**config.mk**
```make
export PLATFORM = sky130hd
export DESIGN_NAME = pgx_translator
export DESIGN_NICKNAME = d
export VERILOG_FILES = /design/src/rtl/pgx_pkg.sv /design/src/rtl/pgx_table.sv /design/src/rtl/pgx_lookup.sv /design/src/rtl/pgx_translator.sv
export SDC_FILE = /design/constraint.sdc
export NUM_CORES = 1
export LEC_CHECK = 0
export CAP_MARGIN = 20
export CORE_MARGIN = 2
export CORE_UTILIZATION = 43
export DETAILED_ROUTE_END_ITERATION = 7
export DONT_BUFFER_PORTS = 1
export PLACE_DENSITY_LB_ADDON = 0.25
export SETUP_SLACK_MARGIN = 0.05
export SLEW_MARGIN = 15
export SYNTH_ARGS = -nofsm -noshare
export SYNTH_HDL_FRONTEND = slang
export SYNTH_SLANG_ARGS = --single-unit
```
**constraint.sdc**
```tcl
create_clock -name clk -period 1.32 [get_ports clk]
set_input_delay 0 -clock clk [delete_from_list [all_inputs] [get_ports clk]]
set_output_delay 0 -clock clk [all_outputs]
set_load 0.02 [all_outputs]
```
**src/rtl/pgx_pkg.sv**
```systemverilog
package pgx_pkg;
   typedef enum logic [1:0] {
      PGX_IDLE  = 2'd0,
      PGX_HIT   = 2'd1,
      PGX_FAULT = 2'd2
   } pgx_outcome_e;
endpackage

```
**src/rtl/pgx_table.sv**
```systemverilog
module pgx_table #(
   parameter int PAGE_W  = 4,
   parameter int FRAME_W = 4,
   localparam int N_ENT  = 1 << PAGE_W
) (
   input  logic                     clk,
   input  logic                     rst_n,
   input  logic                     wr_en,
   input  logic [PAGE_W-1:0]        wr_page,
   input  logic [FRAME_W-1:0]       wr_frame,
   input  logic                     wr_present,
   input  logic                     hit_en,
   input  logic [PAGE_W-1:0]        hit_page,
   input  logic                     ref_clear,
   output logic [N_ENT*FRAME_W-1:0] frame_tab,
   output logic [N_ENT-1:0]         pres_tab,
   output logic [N_ENT-1:0]         ref_tab
);
   for (genvar g = 0; g < N_ENT; g++) begin : g_ent
      logic [FRAME_W-1:0] frame_q;
      logic               pres_q;
      logic               ref_q;
      logic               wr_sel;
      logic               hit_sel;

      assign wr_sel  = wr_en  && (wr_page  == PAGE_W'(g));
      assign hit_sel = hit_en && (hit_page == PAGE_W'(g));

      always_ff @(posedge clk or negedge rst_n) begin
         if (!rst_n) begin
            frame_q <= '0;
            pres_q  <= 1'b0;
            ref_q   <= 1'b0;
         end else if (wr_sel) begin
            frame_q <= wr_frame;
            pres_q  <= wr_present;
            ref_q   <= 1'b0;
         end else if (hit_sel) begin
            ref_q   <= 1'b1;
         end else if (ref_clear) begin
            ref_q   <= 1'b0;
         end
      end

      assign frame_tab[g*FRAME_W +: FRAME_W] = frame_q;
      assign pres_tab[g] = pres_q;
      assign ref_tab[g]  = ref_q;
   end
endmodule

```
**src/rtl/pgx_lookup.sv**
```systemverilog
module pgx_lookup
   import pgx_pkg::*;
#(
   parameter int VA_W    = 16,
   parameter int PA_W    = 16,
   parameter int OFF_W   = 12,
   localparam int PAGE_W  = VA_W - OFF_W,
   localparam int FRAME_W = PA_W - OFF_W,
   localparam int N_ENT   = 1 << PAGE_W
) (
   input  logic                     clk,
   input  logic                     rst_n,
   input  logic                     req_valid,
   input  logic [VA_W-1:0]          req_vaddr,
   input  logic [N_ENT*FRAME_W-1:0] frame_tab,
   input  logic [N_ENT-1:0]         pres_tab,
   output logic                     hit_en,
   output logic [PAGE_W-1:0]        hit_page,
   output logic                     rsp_valid,
   output logic                     rsp_fault,
   output logic [PA_W-1:0]          rsp_paddr
);
   logic [PAGE_W-1:0]  page;
   logic [OFF_W-1:0]   offset;
   logic [FRAME_W-1:0] frame;
   pgx_outcome_e       outcome;

   assign page   = req_vaddr[VA_W-1:OFF_W];
   assign offset = req_vaddr[OFF_W-1:0];
   assign frame  = frame_tab[page*FRAME_W +: FRAME_W];

   always_comb begin
      if (!req_valid)          outcome = PGX_IDLE;
      else if (pres_tab[page]) outcome = PGX_HIT;
      else                     outcome = PGX_FAULT;
   end

   assign hit_en   = (outcome == PGX_HIT);
   assign hit_page = page;

   always_ff @(posedge clk or negedge rst_n) begin
      if (!rst_n) begin
         rsp_valid <= 1'b0;
         rsp_fault <= 1'b0;
         rsp_paddr <= '0;
      end else begin
         rsp_valid <= (outcome != PGX_IDLE);
         rsp_fault <= (outcome == PGX_FAULT);
         rsp_paddr <= (outcome == PGX_HIT) ? {frame, offset} : '0;
      end
   end
endmodule

```
**src/rtl/pgx_translator.sv**
```systemverilog
module pgx_translator #(
   parameter int VA_W  = 16,
   parameter int PA_W  = 16,
   parameter int OFF_W = 12,
   localparam int PAGE_W  = VA_W - OFF_W,
   localparam int FRAME_W = PA_W - OFF_W,
   localparam int N_ENT   = 1 << PAGE_W
) (
   input  logic               clk,
   input  logic               rst_n,
   input  logic               req_valid,
   input  logic [VA_W-1:0]    req_vaddr,
   input  logic               wr_en,
   input  logic [PAGE_W-1:0]  wr_page,
   input  logic [FRAME_W-1:0] wr_frame,
   input  logic               wr_present,
   input  logic               ref_clear,
   output logic               rsp_valid,
   output logic               rsp_fault,
   output logic [PA_W-1:0]    rsp_paddr,
   output logic [N_ENT-1:0]   ref_bits
);
   if (OFF_W < 1 || OFF_W >= VA_W) begin : g_bad_off
      $error("pgx_translator: OFF_W must lie between 1 and VA_W-1");
   end
   if (PAGE_W > 8) begin : g_bad_pages
      $error("pgx_translator: table limited to 256 entries");
   end
   if (PA_W <= OFF_W) begin : g_bad_pa
      $error("pgx_translator: PA_W must exceed OFF_W");
   end

   logic [N_ENT*FRAME_W-1:0] frame_tab;
   logic [N_ENT-1:0]         pres_tab;
   logic                     hit_en;
   logic [PAGE_W-1:0]        hit_page;

   pgx_table #(.PAGE_W(PAGE_W), .FRAME_W(FRAME_W)) table_i (
      .clk, .rst_n,
      .wr_en, .wr_page, .wr_frame, .wr_present,
      .hit_en, .hit_page, .ref_clear,
      .frame_tab, .pres_tab, .ref_tab(ref_bits)
   );

   pgx_lookup #(.VA_W(VA_W), .PA_W(PA_W), .OFF_W(OFF_W)) lookup_i (
      .clk, .rst_n, .req_valid, .req_vaddr,
      .frame_tab, .pres_tab,
      .hit_en, .hit_page,
      .rsp_valid, .rsp_fault, .rsp_paddr
   );
endmodule

```
; ---- Word level (Yosys, flattened, before mapping)
; Cells that the tools add are included.
[word_totals]
ff_bits = 114
output_inout_bits = 34
elab_cells = 174
[op_classes]
n_lt_le_gt_ge = 1
eq_ne = 32
shifts = 1
mux = 38
reduce_logical = 51
[op_table]
columns = op, count
row1 = == test 4 bit (second input constant), 16
row2 = indexed part select 64 x 7 -> 4 bit, 1
row3 = nonzero test 3 bit, 16
row4 = 2-to-1 mux 1 bit, 34
row5 = == test 4 x 3 -> 1 bit (second input constant), 8
row6 = logical AND 1 bit, 32
row7 = == test 4 x 2 -> 1 bit (second input constant), 4
row8 = 2-to-1 mux 16 bit, 1
row9 = == test 4 x 1 -> 1 bit (second input constant), 2
row10 = zero test 4 bit, 2
row11 = less-than comparator 4 x 5 -> 1 bit (second input constant), 1
row12 = binary-select mux 1 bit (select 4 bit), 1
row13 = 2-to-1 mux 2 bit, 2
row14 = == test 2 x 1 -> 1 bit (second input constant), 1
row15 = == test 2 bit (second input constant), 1
row16 = nonzero test 2 bit, 1

; ---- Longest topological paths before layout
; Gate-level depths: netlist of the first run.
[logic_depth]
depth_word = 8
ltp_mapped = 8

; ---- Hierarchy
; A second synthesis of the first run with hierarchy kept.
[hier_totals]
hier_cells = 395
area_unflattened_um2 = 5490.3
[modules_own_cells]
columns = module, instances, cells_per_inst, area_per_inst_um2, seq_area_each_um2
row1 = pgx_table, 1, 290, 4067.7, 2402.3
row2 = pgx_lookup, 1, 105, 1422.6, 450.4

; ---- Least setup slack after synthesis of the first run
; Ideal clock, no wire load.
[synth_timing]
kind = register -> register
startpoint = register table_i.g_ent[13].pres_q
endpoint = register table_i.g_ent[13].ref_q
setup_time_ps = 135
t_arrival_ps = 1230
setup_slack_ps = -45
stages_incl_launch_ff = 5
path_buffers = 0
period_less_slack_ps = 1365
path_cell_list = dfrtp_1 -> mux4_1 -> and3_1 -> a21oi_1 -> nor2_1
[synth_via]
elab_chain_cells = 8
[synth_rtl]
columns = item, line
row1 = from (decl), pgx_table.sv:21  ; logic pres_q;
row2 = from (signal assigned), pgx_table.sv:36  ; pres_q <= wr_present;
row3 = binary-select mux 1 bit (select 4 bit) *, pgx_lookup.sv:34  ; else if (pres_tab[page]) outcome = PGX_HIT;
row4 = 2-to-1 mux 1 bit (implied by the code) *, pgx_lookup.sv:34
row5 = 2-to-1 mux 2 bit *, pgx_lookup.sv:34
row6 = 2-to-1 mux 2 bit *, pgx_lookup.sv:33  ; if (!req_valid) outcome = PGX_IDLE;
row7 = == test 2 x 1 -> 1 bit *, pgx_lookup.sv:38  ; assign hit_en = (outcome == PGX_HIT);
row8 = logical AND 1 bit *, pgx_table.sv:27  ; assign hit_sel = hit_en && (hit_page == PAGE_W'(g));
row9 = 2-to-1 mux 1 bit, pgx_table.sv:38  ; end else if (hit_sel) begin
row10 = 2-to-1 mux 1 bit, pgx_table.sv:34  ; end else if (wr_sel) begin
row11 = to (signal assigned), pgx_table.sv:33  ; ref_q <= 1'b0;
row12 = to (signal assigned), pgx_table.sv:37  ; ref_q <= 1'b0;
row13 = to (signal assigned), pgx_table.sv:39  ; ref_q <= 1'b1;
row14 = to (decl), pgx_table.sv:22  ; logic ref_q;
; Every way passes the cells marked *; elsewhere a longest branch is shown, timed or not. The select of a mux whose other input is x is not followed.
; A chain may end at the register's enable or synchronous reset.

; ---- Worst setup path after layout of the first run
[layout_timing]
startpoint = register table_i.g_ent[3].frame_q[0]
endpoint = register lookup_i.rsp_paddr[12]
[layout_via]
elab_chain_cells = 2
[layout_rtl]
columns = item, line
row1 = from (decl), pgx_table.sv:20  ; logic [FRAME_W-1:0] frame_q;
row2 = from (signal assigned), pgx_table.sv:35  ; frame_q <= wr_frame;
row3 = indexed part select 64 x 7 -> 4 bit, pgx_lookup.sv:30  ; assign frame = frame_tab[page*FRAME_W +: FRAME_W];
row4 = 2-to-1 mux 16 bit, pgx_lookup.sv:49  ; rsp_paddr <= (outcome == PGX_HIT) ? {frame, offset} : '0;
row5 = to (signal assigned), pgx_lookup.sv:49
row6 = to (decl), pgx_lookup.sv:21  ; output logic [PA_W-1:0] rsp_paddr
; Every way passes these cells.

==> flow_summary_export.csv, run 1 <==
group,metric,value,unit
synth,synth_seq_cells,114,
final_layout,multi_input_area,2370,µm²
clock_network,h-tree-depth,4,
clock_network,cts_buffers,17,
global_routing,grt_pass1_vias,3421,
route,post-route-drc-count,0,
floorplanning,dieArea,13600,µm²
outcome,failed_checks,"hold timing, setup timing",
final_layout,fillers,1075,
setup_path,critPathKind,"reg2reg",
clock_network,clock_sinks,114,
timing,clock.fmax,722,MHz
power_and_ir_drop,p_sw,2.58,mW
synth,synth_edf_count,0,
synth,ys.flop_type,"dfrtp_1",
clock_network,cts_root_buffer,"clkbuf_16",
synth,syn_inst,404,
timing,worst_slack,-0.0654,ns
route,drtIter0Drc,177,
synth,synth_top_area_cell,"dfrtp_1",
synth,yosysSeqAreaShare,0.524,
power_and_ir_drop,comb_power_share,0.148,
synth,yosys_warnings,0,
power_and_ir_drop,pwr_density_cell,1620,nW/µm²
route,viasPerCell,5.35,
route,avgRoutedWirePerCell,19.9,µm
timing,period_share,1.05,
place,gp_congestion,0.760,
run,drv_cap,0,
final_layout,final-seq-area,2850,µm²
place,dp_hpwl,7910,µm
timing,rsz0062_at_grt,"true",
synth,synth_cell_types,35,
clock_network,clk_path_buf_depth,2,
clock_network,postCtsHoldBufs,27,
setup_path,cp_max_fo,2,
power_and_ir_drop,seq_power_share,0.421,
floorplanning,die_w,116,µm
route,vias,3315,
final_layout,stdcell_area,6600,µm²
global_routing,grtUsageTotal,0.196,
floorplanning,num_rows,41,
floorplanning,core,12500,µm²
place,portBuffers,0,
setup_path,cp_data_arrival_time,1.67,ns
synth,synthArstFlopShare,1.00,
timing,finalMaxSlewViolations,0,
power_and_ir_drop,total_power,10.7,mW
power_and_ir_drop,ir_drop,0.846,mV
setup_path,reg2regPathDepth,4,
power_and_ir_drop,clock_power_share,0.432,
route,ant_nets,0,
route,wirelength,12400,µm
timing,setup_viol,19,
final_layout,finalNetCount,465,
floorplanning,start_util,0.437,
timing,whs,-0.720,ns
global_routing,overflow,0,
global_routing,grt_pass1_wl,19300,µm
floorplanning,die_h,116,µm
synth,syn_avg_cell_area,13.5,µm²
setup_path,cp.required,1.60,ns
timing,finClkSkew,0.00776,ns
route,dr.pass1.iters,4,
final_layout,drive_above_1_share,0.444,
synth,syn-cell-area,5440,µm²
final_layout,fin_util,0.530,
synth,synth_area_leaders,"dfrtp_1, mux2_2, mux4_1",
timing,hold_viol_final,114,
synth,synth_top_area_frac,0.524,
timing,slew_headroom,0.601,
min_path,hp-class,"in2async",
clock_network,worstSkewPairLatency,0.41,ns
clock_network,path_clk_slew,0.06,ns
synth,syn_nets,434,
power_and_ir_drop,leakage,2.83,nW
global_routing,grt_max_degree,115,
setup_path,start_kind,"flip-flop",
global_routing,antenna_found_initial,0,
floorplanning,ioPinCount,64,
power_and_ir_drop,intPower,8.13,mW
synth,synth.most_common_cell,"dfrtp_1",
setup_path,cp-end-kind,"flip-flop",
clock_network,cts_tree,"done",
final_layout,area_growth,21.3,%
place,dpl_cell_area,5570,µm²
outcome,outcome,"finished with violations",
power_and_ir_drop,sw_frac_of_total,0.241,
final_layout,antenna_cells,0,
synth,synth_common_cells,"dfrtp_1, mux2_2, nor2_1, buf_4, nor2b_1",
timing,period_needed,1.39,ns
timing,tightest_slew,0.597,ns
==> worst max-delay path: stages (launching register included) <==
cell and delay, ns:
dfrtp_1 0.37, mux4_2 0.47, a22oi_2 0.17, and3_4 0.21, a211oi_4 0.04
==> state kept, by name, indices dropped and copies added, names as in the netlist <==
name	flops
table_i.g_ent.pres_q	16
lookup_i.rsp_fault	1
table_i.g_ent.frame_q	64
lookup_i.rsp_paddr	16
table_i.g_ent.ref_q	16
lookup_i.rsp_valid	1
==> power by group through the flow <==
stage                     registers [mW]  logic (mW)  clock network [mW]
after floorplan                     4.43        1.19                   0
after global placement              4.51        1.30                   0
after detailed placement            4.55        1.35                   0
after CTS                           4.51        1.57                4.70
after global routing                4.59        1.70                4.90
final                               4.51        1.58                4.62
==> kinds of logic (layout without fill, tap and decap cells) <==
logic type / count (synthesis) / after routing / synth area share
and+or+nand+nor: 88 / 88 / 0.0865
muxes: 107 / 107 / 0.266
AOI/OAI and AO/OA: 41 / 41 / 0.0600
buffers and inverters: 54 / 98 / 0.0628
DFF: 114 / 114 / 0.524
==> placed cells by master (no fill, tap or decap), types with 3 or more instances in the layout <==
cell type	instances
a211oi_2	14
a21boi_2	3
a21oi_1	4
a21oi_2	8
a22oi_2	6
and3_1	5
and3_4	3
buf_4	21
bufinv_16	3
clkbuf_16	18
clkinvlp_4	7
dfrtp_1	114
dlygate4sd3_1	27
inv_1	12
mux2_2	79
mux2i_1	5
mux2i_2	3
mux4_2	17
nand2_1	9
nand2_2	4
nand2b_1	9
nand3_1	8
nand3b_1	3
nor2_1	22
nor2b_1	14
or3_1	3
==> routing by layer <==
layer  routed length [µm]  part of all wire  global-route usage  vias to the layer above
met5                    0                 0                   0                        -
met4                  217             0.018              0.0698                        0
met3                  613             0.050              0.0503                       17
met2                 6170              0.50               0.322                       83
met1                 5350              0.43               0.252                     1721
li1                     -                 -                   -                     1494
==> what timing repair did <==
item | in CTS | in global routing
endpoints found under the hold margin | 228 | 114
gates cloned | 1 | 0
resized for setup | 26 | 11
pin swaps | 28 | 4
endpoints found under the setup margin | 29 | 29
buffers inserted | 0 | 1
==> stage by stage <==
step	setup slack (ns)	setup TNS, ns	std cells
after floorplan	0.00504	0	404
after global placement	-0.133	-1.06	559
after detailed placement	-0.141	-1.55	559
after CTS	-0.0877	-0.948	619
after global routing	-0.122	-2.00	620
final	-0.0654	-0.473	620
==> path summary, 6_finish.rpt <==
check	from	to	slack, ns
max in group asynchronous	rst_n	table_i.g_ent[5].frame_q[3]	1.86
worst min-delay path	rst_n	table_i.g_ent[1].ref_q	-0.72
worst max-delay path	table_i.g_ent[3].frame_q[0]	lookup_i.rsp_paddr[12]	-0.07
worst max register to register	table_i.g_ent[3].frame_q[0]	lookup_i.rsp_paddr[12]	-0.07
min in group clk	req_vaddr[12]	table_i.g_ent[1].ref_q	0.03
worst min register to register	table_i.g_ent[1].frame_q[0]	table_i.g_ent[1].frame_q[0]	0.49
==> area by class of cell <==
cell class | instances | area share
Clock buffer | 19 | 0.0671
Clock inverter | 13 | 0.0244
Inverter | 13 | 0.00739
Multi-Input combinational cell | 236 | 0.358
Sequential cell | 114 | 0.432
Tap cell | 172 | 0.0326
Timing Repair Buffer | 53 | 0.0781
Power figures use the tool's default switching activity.
==> run 2, diff against run 1 <==
==> constraint.sdc (replaced) <==
create_clock -name clk -period 1.5 [get_ports clk]
set_input_delay 0 -clock clk [delete_from_list [all_inputs] [get_ports clk]]
set_output_delay 0 -clock clk [all_outputs]
set_load 0.02 [all_outputs]
==> run 2 against run 1 <==
  * The flow finishes with violations (hold timing)
  * Maximum frequency is 4.4% lower
  * Hold slack better by 0.0048 ns
  * Clock skew is 0.0024 ns lower
  * Die area stayed put
  * Clock-buffer cell count is 3 higher
  * Clock power is 13% lower
  * Highest routed layer unchanged
==> flow_summary_export.csv, run 2 (same netlist as run 1, synthesis figures left out) <==
group,metric,value,unit
outcome,outcome,"finished with violations",
outcome,failed_checks,"hold timing",
timing,tightest_slew,0.679,ns
clock_network,path_clk_slew,0.05,ns
timing,worst_slack,0.0506,ns
clock_network,clock_sinks,114,
clock_network,post_cts_buffers,0,
floorplanning,dieArea,13600,µm²
power_and_ir_drop,seq_power_share,0.429,
route,drtIter0Drc,211,
final_layout,finalNetCount,460,
final_layout,fin_util,0.519,
floorplanning,die_w,116,µm
place,dp_cells,554,
power_and_ir_drop,sw_frac_of_total,0.232,
route,post-route-drc-count,0,
timing,hold_viol_final,114,
run,drv_cap,0,
power_and_ir_drop,intPower,7.12,mW
final_layout,final_cell_count_no_fill,615,
floorplanning,core,12500,µm²
power_and_ir_drop,total_power,9.28,mW
power_and_ir_drop,ir_drop,0.803,mV
route,dr.pass1.iters,4,
final_layout,fillers,1067,
clock_network,cts_buffers,17,
power_and_ir_drop,pwr_density_cell,1430,nW/µm²
setup_path,cp.required,1.78,ns
route,wirelength,12100,µm
timing,finalMaxSlewViolations,0,
final_layout,largest_reg_flops,64,
clock_network,cts_tree,"done",
timing,slew_headroom,0.544,
final_layout,layout_commonest_cell,"dfrtp_1",
power_and_ir_drop,p_sw,2.15,mW
clock_network,worstSkewPairLatency,0.41,ns
global_routing,grtUsageTotal,0.191,
place,dp_hpwl,7660,µm
place,portBuffers,0,
floorplanning,num_rows,41,
setup_path,start_kind,"flip-flop",
route,ant_nets,0,
setup_path,cp_data_arrival_time,1.73,ns
place,gp_congestion,0.732,
global_routing,grt_pass1_wl,19000,µm
timing,rsz0062_at_grt,"true",
timing,setup_viol,0,
setup_path,r2r_setup_slack,0.05,ns
clock_network,h-tree-depth,4,
route,avgRoutedWirePerCell,19.6,µm
floorplanning,ioPinCount,64,
place,pre_cts_ws,-0.0528,ns
floorplanning,start_util,0.437,
final_layout,top_register,"table_i.g_ent.frame_q",
global_routing,overflow,0,
timing,clock.fmax,690,MHz
timing,period_share,0.966,
setup_path,cp_max_fo,2,
timing,whs,-0.715,ns
clock_network,cts_root_buffer,"clkbuf_16",
timing,period_needed,1.45,ns
final_layout,drive_above_1_share,0.388,
global_routing,grt_max_degree,115,
power_and_ir_drop,leakage,2.81,nW
clock_network,clk_path_buf_depth,2,
route,vias,3309,
timing,finClkSkew,0.00532,ns
setup_path,critPathKind,"reg2reg",
min_path,hp-class,"in2async",
final_layout,area_growth,18.8,%
final_layout,antenna_cells,0,
global_routing,antenna_found_initial,0,
final_layout,mostFrequentLayoutCells,"dfrtp_1, mux2_2, dlygate4sd3_1",
floorplanning,die_h,116,µm
global_routing,grt_pass1_vias,3465,
power_and_ir_drop,comb_power_share,0.136,
setup_path,cp-end-kind,"flip-flop",
route,viasPerCell,5.38,
power_and_ir_drop,clock_power_share,0.436,
[run 2: cell count changes in the layout (fill, tap and decap cells not counted), moves of 3 or more]
cell,delta
a211oi_1,+4
a21boi_0,+4
a21oi_1,+4
a21oi_2,-4
buf_4,-4
clkinvlp_4,-4
nand2_1,+4
nand2_2,-4
a211oi_2,-3
a21boi_2,-3
[run 2: stage by stage]
step	hold slack (ns)	setup TNS (ns)	cell area, µm²
after CTS	-0.725	0	6410
after global routing	-0.737	0	6460
after detailed placement	-0.293	-0.0700	5530
final	-0.715	0	6460
after floorplan	-0.296	0	5440
after global placement	-0.293	-0.0176	5530
[run 2: final timing paths]
kind                                           endpoint                   startpoint  depth (start not counted)
max                              lookup_i.rsp_paddr[12]  table_i.g_ent[3].frame_q[0]                          4
min                              table_i.g_ent[7].ref_q                        rst_n                          0
max reg2reg                      lookup_i.rsp_paddr[12]  table_i.g_ent[3].frame_q[0]                          4
min reg2reg                 table_i.g_ent[5].frame_q[3]  table_i.g_ent[5].frame_q[3]                          1
max in group asynchronous  table_i.g_ent[11].frame_q[3]                        rst_n                          0
min in group clk                 table_i.g_ent[7].ref_q                    req_valid                          3
[run 2: cell type report]
| cell class | count | area (µm²) | area share |
|---|---|---|---|
| Clock inverter | 10 | 133 | 0.0205 |
| Clock buffer | 22 | 464 | 0.0718 |
| Sequential cell | 114 | 2850 | 0.441 |
| Tap cell | 172 | 215 | 0.0333 |
| Multi-Input combinational cell | 236 | 2290 | 0.355 |
| Inverter | 13 | 48.8 | 0.00755 |
| Timing Repair Buffer | 48 | 458 | 0.0708 |
[run 2: per-layer routing]
metal | global-route usage | up-vias | wire, µm
li1 | - | 1486 | -
met1 | 0.239 | 1736 | 5140
met2 | 0.324 | 71 | 6280
met3 | 0.0524 | 16 | 482
met4 | 0.0595 | 0 | 156
met5 | 0 | - | 0
[run 2: power by group through the flow]
stage	combinational [mW]	sequential (mW)	clock, mW
2_1_floorplan	1.03	3.89	0
3_3_place_gp	1.08	3.97	0
3_5_place_dp	1.11	4.01	0
4_1_cts	1.25	3.97	4.10
5_1_grt	1.37	4.05	4.28
6_report	1.26	3.98	4.04
[run 2: timing repair]
action                                 in CTS  in global routing
resized for setup                          11                 15
endpoints found under the hold margin     228                115
setup endpoints to repair                   4                 38
hold buffers                               27                  2
pin swaps                                   4                  3
[run 2: critical path, stage by stage, from the launching register on]
cell and delay (ns):
dfrtp_1 0.38, mux4_2 0.48, a22oi_2 0.21, and3_4 0.22, a211oi_2 0.04
